File: src/rtl/spim_pkg.sv
package spim_pkg;
    localparam int SPIM_DW = 32;
    localparam int LEN_W   = 5;
    localparam int IDX_W   = 3;

    typedef enum logic [1:0] {
        A_CTRL = 2'd0,
        A_STAT = 2'd1,
        A_TX   = 2'd2,
        A_RX   = 2'd3
    } addr_e;

    typedef struct packed {
        logic [IDX_W-1:0] idx;
        logic [LEN_W-1:0] len;
        logic             tx_go;
        logic             dx_go;
    } ctrl_t;
endpackage

File: src/rtl/spim_clkgen.sv
module spim_clkgen #(
    parameter int DIV = 2
) (
    input  logic clk,
    input  logic rst_n,
    input  logic run,
    output logic tick
);
    localparam int CW = (DIV > 1) ? $clog2(DIV) : 1;

    logic [CW-1:0] cnt_d, cnt_q;

    always_comb begin
        tick  = run && (cnt_q == CW'(DIV - 1));
        cnt_d = cnt_q;
        if (!run || tick) cnt_d = '0;
        else              cnt_d = cnt_q + 1'b1;
    end

    always_ff @(posedge clk) begin
        if (!rst_n) cnt_q <= '0;
        else        cnt_q <= cnt_d;
    end
endmodule

File: src/rtl/spim_shift.sv
module spim_shift
    import spim_pkg::*;
#(
    parameter int DW = SPIM_DW
) (
    input  logic             clk,
    input  logic             rst_n,
    input  logic             start,
    input  logic [LEN_W-1:0] len_i,
    input  logic [DW-1:0]    tx_i,
    input  logic             tick,
    input  logic             miso,
    output logic             active,
    output logic             sclk,
    output logic             mosi,
    output logic             done,
    output logic [DW-1:0]    rx_o
);
    typedef struct packed {
        logic             active;
        logic             sclk;
        logic [DW-1:0]    sh;
        logic [DW-1:0]    acc;
        logic [LEN_W-1:0] bits;
        logic [LEN_W-1:0] last;
    } eng_t;

    eng_t s_d, s_q;
    logic [LEN_W-1:0] shamt;

    always_comb begin
        s_d   = s_q;
        shamt = LEN_W'(DW - 1) - len_i;
        done  = s_q.active && tick && s_q.sclk && (s_q.bits == s_q.last);
        if (start) begin
            s_d.active = 1'b1;
            s_d.sclk   = 1'b0;
            s_d.sh     = tx_i << shamt;
            s_d.acc    = '0;
            s_d.bits   = '0;
            s_d.last   = len_i;
        end else if (s_q.active && tick) begin
            if (!s_q.sclk) begin
                s_d.sclk = 1'b1;
                s_d.acc  = {s_q.acc[DW-2:0], miso};
            end else begin
                s_d.sclk = 1'b0;
                if (done) begin
                    s_d.active = 1'b0;
                end else begin
                    s_d.bits = s_q.bits + 1'b1;
                    s_d.sh   = {s_q.sh[DW-2:0], 1'b0};
                end
            end
        end
    end

    always_ff @(posedge clk) begin
        if (!rst_n) s_q <= '0;
        else        s_q <= s_d;
    end

    assign active = s_q.active;
    assign sclk   = s_q.sclk;
    assign mosi   = s_q.active & s_q.sh[DW-1];
    assign rx_o   = s_q.acc;


    sclk_idle_low_chk: assert property (@(posedge clk) disable iff (!rst_n)
        !s_q.active |-> !s_q.sclk);

    bit_count_bound_chk: assert property (@(posedge clk) disable iff (!rst_n)
        s_q.active |-> (s_q.bits <= s_q.last));

    mosi_stable_high_chk: assert property (@(posedge clk) disable iff (!rst_n)
        (s_q.active && s_q.sclk && !tick) |=> $stable(mosi));
endmodule

File: src/rtl/spim_csdec.sv
module spim_csdec #(
    parameter int NDEV = 5,
    parameter int IW   = 3
) (
    input  logic          clk,
    input  logic          rst_n,
    input  logic          en,
    input  logic [IW-1:0] idx,
    output logic [NDEV-1:0] cs_n
);
    generate
        for (genvar i = 0; i < NDEV; i++) begin : g_sel
            assign cs_n[i] = !(en && (idx == IW'(i)));
        end
    endgenerate


    single_select_chk: assert property (@(posedge clk) disable iff (!rst_n)
        $onehot0(~cs_n));

    idle_no_select_chk: assert property (@(posedge clk) disable iff (!rst_n)
        !en |-> (&cs_n));
endmodule

File: src/rtl/spim_top.sv
module spim_top
    import spim_pkg::*;
#(
    parameter int NDEV = 5,
    parameter int DIV  = 2
) (
    input  logic            clk,
    input  logic            rst_n,
    input  logic            bus_sel,
    input  logic            bus_wr,
    input  logic [1:0]      bus_addr,
    input  logic [31:0]     bus_wdata,
    output logic [31:0]     bus_rdata,
    output logic            bus_err,
    output logic            sclk,
    output logic            mosi,
    input  logic            miso,
    output logic [NDEV-1:0] cs_n
);
    localparam int DW     = SPIM_DW;
    localparam int CTRL_W = $bits(ctrl_t);

    typedef struct packed {
        ctrl_t         ctrl;
        logic [DW-1:0] tx;
        logic [DW-1:0] rx;
        logic          tx_empty;
        logic          rx_full;
    } regs_t;

    regs_t r_d, r_q;

    logic          wr_acc, rd_acc, busy, start;
    logic          tick, eng_active, eng_done;
    logic [DW-1:0] eng_rx;
    addr_e         addr;

    always_comb begin
        addr   = addr_e'(bus_addr);
        wr_acc = bus_sel && bus_wr;
        rd_acc = bus_sel && !bus_wr;
        busy   = r_q.ctrl.tx_go || r_q.ctrl.dx_go;
        start  = wr_acc && (addr == A_CTRL) && !busy && (bus_wdata[1] || bus_wdata[0]);

        r_d = r_q;
        if (eng_done) begin
            r_d.ctrl.tx_go = 1'b0;
            r_d.ctrl.dx_go = 1'b0;
            r_d.tx_empty   = 1'b1;
            if (r_q.ctrl.dx_go) begin
                r_d.rx      = eng_rx;
                r_d.rx_full = 1'b1;
            end
        end
        if (wr_acc) begin
            case (addr)
                A_CTRL: if (!busy) r_d.ctrl = ctrl_t'(bus_wdata[CTRL_W-1:0]);
                A_TX: begin
                    r_d.tx       = bus_wdata[DW-1:0];
                    r_d.tx_empty = 1'b0;
                end
                default: ;
            endcase
        end
        if (rd_acc && (addr == A_RX)) r_d.rx_full = 1'b0;

        bus_err = wr_acc && (addr == A_CTRL) && busy;
        case (addr)
            A_CTRL:  bus_rdata = {{(32-CTRL_W){1'b0}}, r_q.ctrl};
            A_STAT:  bus_rdata = {30'b0, r_q.tx_empty, r_q.rx_full};
            A_TX:    bus_rdata = r_q.tx;
            default: bus_rdata = r_q.rx;
        endcase
    end

    always_ff @(posedge clk) begin
        if (!rst_n) begin
            r_q          <= '0;
            r_q.tx_empty <= 1'b1;
        end else begin
            r_q <= r_d;
        end
    end

    spim_clkgen #(.DIV(DIV)) u_clk (
        .clk  (clk),
        .rst_n(rst_n),
        .run  (eng_active),
        .tick (tick)
    );

    spim_shift #(.DW(DW)) u_eng (
        .clk   (clk),
        .rst_n (rst_n),
        .start (start),
        .len_i (bus_wdata[6:2]),
        .tx_i  (r_q.tx),
        .tick  (tick),
        .miso  (miso),
        .active(eng_active),
        .sclk  (sclk),
        .mosi  (mosi),
        .done  (eng_done),
        .rx_o  (eng_rx)
    );

    spim_csdec #(.NDEV(NDEV), .IW(IDX_W)) u_cs (
        .clk  (clk),
        .rst_n(rst_n),
        .en   (eng_active),
        .idx  (r_q.ctrl.idx),
        .cs_n (cs_n)
    );


    ctrl_locked_chk: assert property (@(posedge clk) disable iff (!rst_n)
        (bus_err && !eng_done) |=> $stable(r_q.ctrl));

    go_self_clear_chk: assert property (@(posedge clk) disable iff (!rst_n)
        eng_done |=> (!r_q.ctrl.tx_go && !r_q.ctrl.dx_go));

    tx_empty_clear_chk: assert property (@(posedge clk) disable iff (!rst_n)
        (wr_acc && addr == A_TX) |=> !r_q.tx_empty);

    rx_full_duplex_only_chk: assert property (@(posedge clk) disable iff (!rst_n)
        $rose(r_q.rx_full) |-> $past(r_q.ctrl.dx_go));

    busy_matches_engine_chk: assert property (@(posedge clk) disable iff (!rst_n)
        busy == eng_active);
endmodule

File: config.mk
export PLATFORM = sky130hd
export DESIGN_NAME = spim_top
export DESIGN_NICKNAME = d
export VERILOG_FILES = /design/src/rtl/spim_pkg.sv /design/src/rtl/spim_clkgen.sv /design/src/rtl/spim_shift.sv /design/src/rtl/spim_csdec.sv /design/src/rtl/spim_top.sv
export SDC_FILE = /design/constraint.sdc
export NUM_CORES = 1
export LEC_CHECK = 0
export ABC_AREA = 1
export BUFFER_PORTS_ARGS = -buffer_cell sky130_fd_sc_hd__buf_4
export CAP_MARGIN = 25
export CELL_PAD_IN_SITES_DETAIL_PLACEMENT = 1
export CELL_PAD_IN_SITES_GLOBAL_PLACEMENT = 2
export CORE_MARGIN = 2
export CORE_UTILIZATION = 33
export DETAILED_ROUTE_END_ITERATION = 6
export HOLD_SLACK_MARGIN = 0.1
export PLACE_DENSITY_LB_ADDON = 0.1
export SLEW_MARGIN = 10
export SYNTH_ARGS = -nofsm -noshare
export SYNTH_HDL_FRONTEND = slang
export SYNTH_SLANG_ARGS = --single-unit
File: constraint.sdc
create_clock -name clk -period 2.1 [get_ports clk]
set_input_delay 0.105 -clock clk [delete_from_list [all_inputs] [get_ports clk]]
set_output_delay 0.105 -clock clk [all_outputs]
set_load 0.01 [all_outputs]
==> reports/results.txt, run 1 <==
Final max-slew violation count = 0
Setup bufs post-CTS = 0
Post-DR wirelength/cell = 18.4 um
DR vias/cell = 5.28
Routed Antenna Nets = 0
Critical path type = input pin to flip-flop
Antenna diodes = 0
CP Launch Type = input pin
Final hold vios = 0
Clk pwr share = 46.1%
Unrepaired setup endpoints after global routing = no
Wl on met1 = 14.8 mm
Critical path peak fanout = 29
Critical path launch point = bus_wr
Chip Width = 159 um
H-tree Lvls = 4
Total GRT Usage = 24.0%
WP data required = 2480 ps
Last weighted congestion value of the routability-driven placer = 0.866
Critical path arrival = 2250 ps
Ports = 79
Post-placement cell area = 8800 sq um
Clk slew on worst S/H paths = 80 ps
Die area = 25300 sq um
P per Cell Area = 703 nW/um^2
Dpl ws = 163 ps
Min-delay src = bus_wdata[2]
CTS tree = done
Post-synthesis cell area = 7940 sq um
Die height = 159 um
Asr flop ratio synth = 0%
Gate power share = 10.3%
Worst Max-Slew Pin Slew = 585 ps
CTS Buffer Depth = 2
Min-delay worst type = input pin to flip-flop
Prevailing post-synth register cell = dfxtp_1
Fillcell total = 3028
First-pass GRT wire length = 48.7 mm
Core area = 23500 sq um
DR DRC count = 0
Final setup viols = 0
Max Cap Viol = 0
Total congestion overflow = 0
Starting density of the core = 33.7%
Seq cells post-synth = 153
Final period utilization = 89.3%
Net switching power = 2050 uW
Leakage = 0.00392 uW
WL met2 = 13.5 mm
Port-buffer cells = 78
Top sig layer = met4
Worst-Skew Late Latency = 440 ps
Synth area leaders = dfxtp_1 (39%), nand3_1 (19%), nand2_1 (13%)
Start of the worst register-to-register path = r_q[66]$_SDFF_PN0_
Seq/Total Area, Yosys = 38.6%
Final WS setup = 225 ps
# clock sinks = 153
Mapped Avg Cell Area = 6.55 sq um
Worst Skew = 14.5 ps
Switching share of power = 29.9%
Final instance area = 9760 sq um
Layout cells sized above 1 = 12.0%
Pint = 4810 uW
F_max = 533 MHz
Syn_nets = 1252
Synth cell types = 34
Max transition margin = 60.9%
TritonRoute pass-1 iters = 4
Status = complete, no violations
Num CTS Buffers = 17
Wire length on met3 = 888 um
Share of power burned in registers = 43.6%
Min Tclk post-route = 1880 ps
Hold slack final = 162 ps
Cells after synthesis = 1212
Fin Setup TNS = 0 ps
Synth warnings = 0
Post-synth EDFFs = 0
Nature of the critical path endpoint = flip-flop
Final HPWL from detailed placement = 20.9 mm
# rows = 56
Pin count of the biggest net entering global routing = 51
Top cell type's share of synthesized area = 38.6%
Synth-to-layout area growth = 22.9%
Vias = 8512
Root Buffer = clkbuf_16
Maximum VDD drop = 0.333 mV
Synth area leader = dfxtp_1
Antenna violations before repair = 0
Vias in the first global route = 8658
DR iter-0 viols = 511
Fin nets = 1321
Routed wire length = 29.7 mm
## timing repair
item                                    4_1_cts  5_1_grt
hold endpoints to repair                     44        0
resized for setup                             0        2
hold buffers                                 35        0
endpoints found under the setup margin        0       22
## final cells by class
type	count	area [sq um]	area share, %
Sequential cell	153	3060	31.4
Tap cell	319	399	4.09
Clock buffer	17	425	4.36
Timing Repair Buffer	140	1220	12.5
Clock inverter	15	175	1.80
Inverter	65	246	2.53
Multi-Input combinational cell	904	4230	43.3
## cell usage in the layout (no fill, tap or decap), types with 3 or more instances in the layout
| master | count |
|---|---|
| o22ai_1 | 3 |
| buf_4 | 98 |
| clkinv_8 | 4 |
| nand2_1 | 278 |
| o21ai_0 | 72 |
| inv_2 | 6 |
| inv_1 | 56 |
| nand4_1 | 6 |
| o21ai_1 | 6 |
| nor2_1 | 73 |
| inv_8 | 4 |
| buf_12 | 6 |
| inv_6 | 3 |
| dfxtp_1 | 153 |
| dlygate4sd3_1 | 35 |
| nor2_4 | 3 |
| o211ai_1 | 9 |
| clkbuf_16 | 17 |
| nand3_1 | 308 |
| a21oi_1 | 127 |
## metal layers
| layer | vias to the layer above | global-route usage [%] |
|---|---|---|
| met5 | - | 0 |
| met4 | 0 | 6.86 |
| met3 | 32 | 3.44 |
| met2 | 124 | 38.1 |
| met1 | 4134 | 33.8 |
| li1 | 4222 | - |
## power groups by stage
stage	sequential, uW	combinational, uW	clock, uW
6_report	2990	709	3160
5_1_grt	2990	790	3320
4_1_cts	2990	709	3230
3_5_place_dp	3050	657	0
3_3_place_gp	3050	654	0
2_1_floorplan	3040	409	0
## through the flow
step / total power, uW / utilization (%) / std cells
CTS: 6930 / 41.4 / 1613
global placement: 3710 / 37.4 / 1546
detailed placement: 3710 / 37.4 / 1546
finish: 6860 / 41.4 / 1613
global route: 7110 / 41.4 / 1613
floorplan: 3450 / - / 1212
## synth_stat cells, types with 9 or more instances
cell type and count:
o21ai_0 72, nor2_1 73, inv_1 56, o211ai_1 9
nand2_1 278, a21oi_1 127, dfxtp_1 153, buf_2 22
clkbuf_1 47, nand3_1 308, buf_1 13
## cell families after synthesis
family | after synthesis | share of synthesized area (%)
AND/OR/NAND/NOR | 679 | 38.3
AO/OA/AOI/OAI | 221 | 14.4
XOR/XNOR | 3 | 0.331
adder cells (fa/ha/maj) | 1 | 0.158
flip-flops | 153 | 38.6
buffers and inverters | 155 | 8.19
## flip-flops by register name (all words and copies together), names as in the netlist
register      cells
r_q              76
u_clk.cnt_q       1
u_eng.active      1
u_eng.rx_o       32
u_eng.s_q        42
u_eng.sclk        1
## worst paths after layout
kind	to	slack [ps]	cells past startpoint
max	u_eng.s_q[44]$_SDFFE_PN0P_	220	13
min	r_q[36]$_SDFFE_PN0P_	160	4
max reg2reg	u_eng.s_q[44]$_SDFFE_PN0P_	270	10
min reg2reg	u_clk.cnt_q$_SDFF_PP0_	420	1
## worst max-delay path, cell delays in order
cell	delay, ps
dlygate4sd3_1	530
buf_4	110
nand2_1	110
inv_1	120
nand3_4	200
nor2_8	260
inv_4	100
nor2_4	110
buf_12	190
inv_1	100
nor2_1	120
a21oi_1	60
a21oi_1	120
Note: power is estimated with default switching activity, not from simulation.
==> run 2: changes to the inputs <==
--- a/config.mk
+++ b/config.mk
@@ -15,6 +15,7 @@
 export DETAILED_ROUTE_END_ITERATION = 6
 export HOLD_SLACK_MARGIN = 0.1
 export PLACE_DENSITY_LB_ADDON = 0.1
+export SETUP_SLACK_MARGIN = 0.3
 export SLEW_MARGIN = 10
 export SYNTH_ARGS = -nofsm -noshare
 export SYNTH_HDL_FRONTEND = slang
==> constraint.sdc (replaced) <==
create_clock -name clk -period 2.1 [get_ports clk]
set_input_delay 0.105 -clock clk [delete_from_list [all_inputs] [get_ports clk]]
set_output_delay 0.105 -clock clk [all_outputs]
set_load 0.02 [all_outputs]
==> reports/results.txt, run 2 (synthesized netlist as in run 1, its figures left out) <==
Worst path slowest cell = dfxtp_1
DR iter-0 viols = 534
Leakage = 0.00398 uW
Worst Skew = 13.5 ps
Vias in the first global route = 8694
Worst Max-Slew Pin Slew = 579 ps
F_max = 593 MHz
Fin nets = 1330
Placed Instances = 1546
Routed wire length = 30.1 mm
Num CTS Buffers = 17
Status = complete, no violations
DR DRC count = 0
Power Total = 6880 uW
Most frequent cells in the layout = nand3_1 (308), nand2_1 (276), dfxtp_1 (150)
Synth-to-layout area growth = 24.6%
Die height = 159 um
H-tree Lvls = 4
Routed Antenna Nets = 0
Vias = 8565
Final setup viols = 0
Final max-slew violation count = 0
P per Cell Area = 695 nW/um^2
Antenna diodes = 0
Min Tclk post-route = 1690 ps
Ports = 79
Post-placement cell area = 8800 sq um
CTS tree = done
Critical path type = flip-flop to flip-flop
# clock sinks = 153
TritonRoute pass-1 iters = 5
Final HPWL from detailed placement = 20.9 mm
Final hold vios = 0
Hold depth = 4
CP Launch Type = flip-flop
DR vias/cell = 5.28
R2R depth = 11
Max transition margin = 61.3%
Starting density of the core = 33.7%
Critical path arrival = 2060 ps
Layout cells sized above 1 = 13.2%
Crit-path max cell delay = 350 ps
Crit-path cells = inv_1 -> nand2_1 -> nand2_1 -> nor2_1 -> nand3_2 -> inv_1 -> nand2_2 -> inv_2 -> buf_12 -> nand3_1 -> a21oi_2
Unrepaired setup endpoints after global routing = yes
Antenna violations before repair = 0
Total congestion overflow = 0
Worst-Skew Late Latency = 440 ps
Chip Width = 159 um
CTS Buffer Depth = 2
First-pass GRT wire length = 48.9 mm
Clk slew on worst S/H paths = 70 ps
Core area = 23500 sq um
Biggest register = r_q
Pin count of the biggest net entering global routing = 51
# rows = 56
Min-delay worst type = input pin to flip-flop
Port-buffer cells = 78
Max reg flops = 76
Root Buffer = clkbuf_16
Final period utilization = 80.3%
Die area = 25300 sq um
WP data required = 2470 ps
Finished Layout Cells = 1622
Total GRT Usage = 24.0%
Nature of the critical path endpoint = flip-flop
Last weighted congestion value of the routability-driven placer = 0.866
Max Cap Viol = 0
Commonest non-fill, non-tap cell in the layout = nand3_1
Critical path peak fanout = 34
Fin Setup TNS = 0 ps
Post-DR wirelength/cell = 18.5 um
Final instance area = 9890 sq um
Fillcell total = 3030
Maximum VDD drop = 0.334 mV
[run 2: cell types whose count changed in the layout (fill, tap and decap cells not counted), moves of 2 or more]
cell | previous run | this run
dfxtp_1 | 153 | 150
buf_6 | 0 | 3
nand2_2 | 0 | 2
a21oi_1 | 127 | 125
buf_4 | 98 | 101
dfxtp_2 | 0 | 2
buf_12 | 6 | 9
nand2_1 | 278 | 276
[run 2: worst paths after layout]
| check | start | slack (ps) | to |
|---|---|---|---|
| worst min-delay path | bus_addr[0] | 130 | r_q[69]$_SDFFE_PN0P_ |
| worst max-delay path | u_eng.s_q[2]$_SDFFE_PN0P_ | 410 | r_q[13]$_SDFFE_PN0P_ |
| worst max register to register | u_eng.s_q[2]$_SDFFE_PN0P_ | 410 | r_q[13]$_SDFFE_PN0P_ |
| worst min register to register | u_clk.cnt_q$_SDFF_PP0_ | 410 | u_clk.cnt_q$_SDFF_PP0_ |
[run 2: power by group]
group	total [uW]	internal, uW	switching [uW]
Combinational	733	260	473
Clock	3160	1610	1540
Sequential	2990	2940	42.0
[run 2: critical path: cells and delay by family (launching register included)]
kind | cells | cell delay [ps]
and+or+nand+nor | 6 | 630
buffers and inverters | 4 | 470
DFF | 1 | 350
AOI/OAI and AO/OA | 1 | 150
[run 2: repair_timing]
| item | CTS | global route |
|---|---|---|
| hold buffers | 35 | 0 |
| buffers inserted | 3 | 5 |
| pin swaps | 1 | 6 |
| setup endpoints to repair | 41 | 63 |
| hold endpoints to repair | 44 | 0 |
| cloned | 0 | 1 |
| resized for setup | 6 | 14 |
[run 2: metal layers]
layer | track usage (%) | routed length [um]
met5 | 0 | 0
met3 | 3.44 | 852
met1 | 33.9 | 14700
met4 | 6.86 | 542
met2 | 38.4 | 13900
[run 2: through the flow]
step / setup WS (ps) / utilization [%] / hold slack, ps
final: 414 / 42.0 / 128
after global routing: 260 / 42.0 / 142
after detailed placement: 163 / 37.4 / 335
after global placement: 185 / 37.4 / 328
after CTS: 301 / 41.6 / 146
after floorplan: 463 / - / 240
[run 2: layout make-up]
type	instances	area, sq um	area share (%)
clock inverter	15	175	1.77
tap	319	399	4.03
timing repair buffer	149	1330	13.4
inverter	65	249	2.52
clock buffer	17	425	4.30
multi-input combinational	904	4250	42.9
sequential	153	3070	31.0
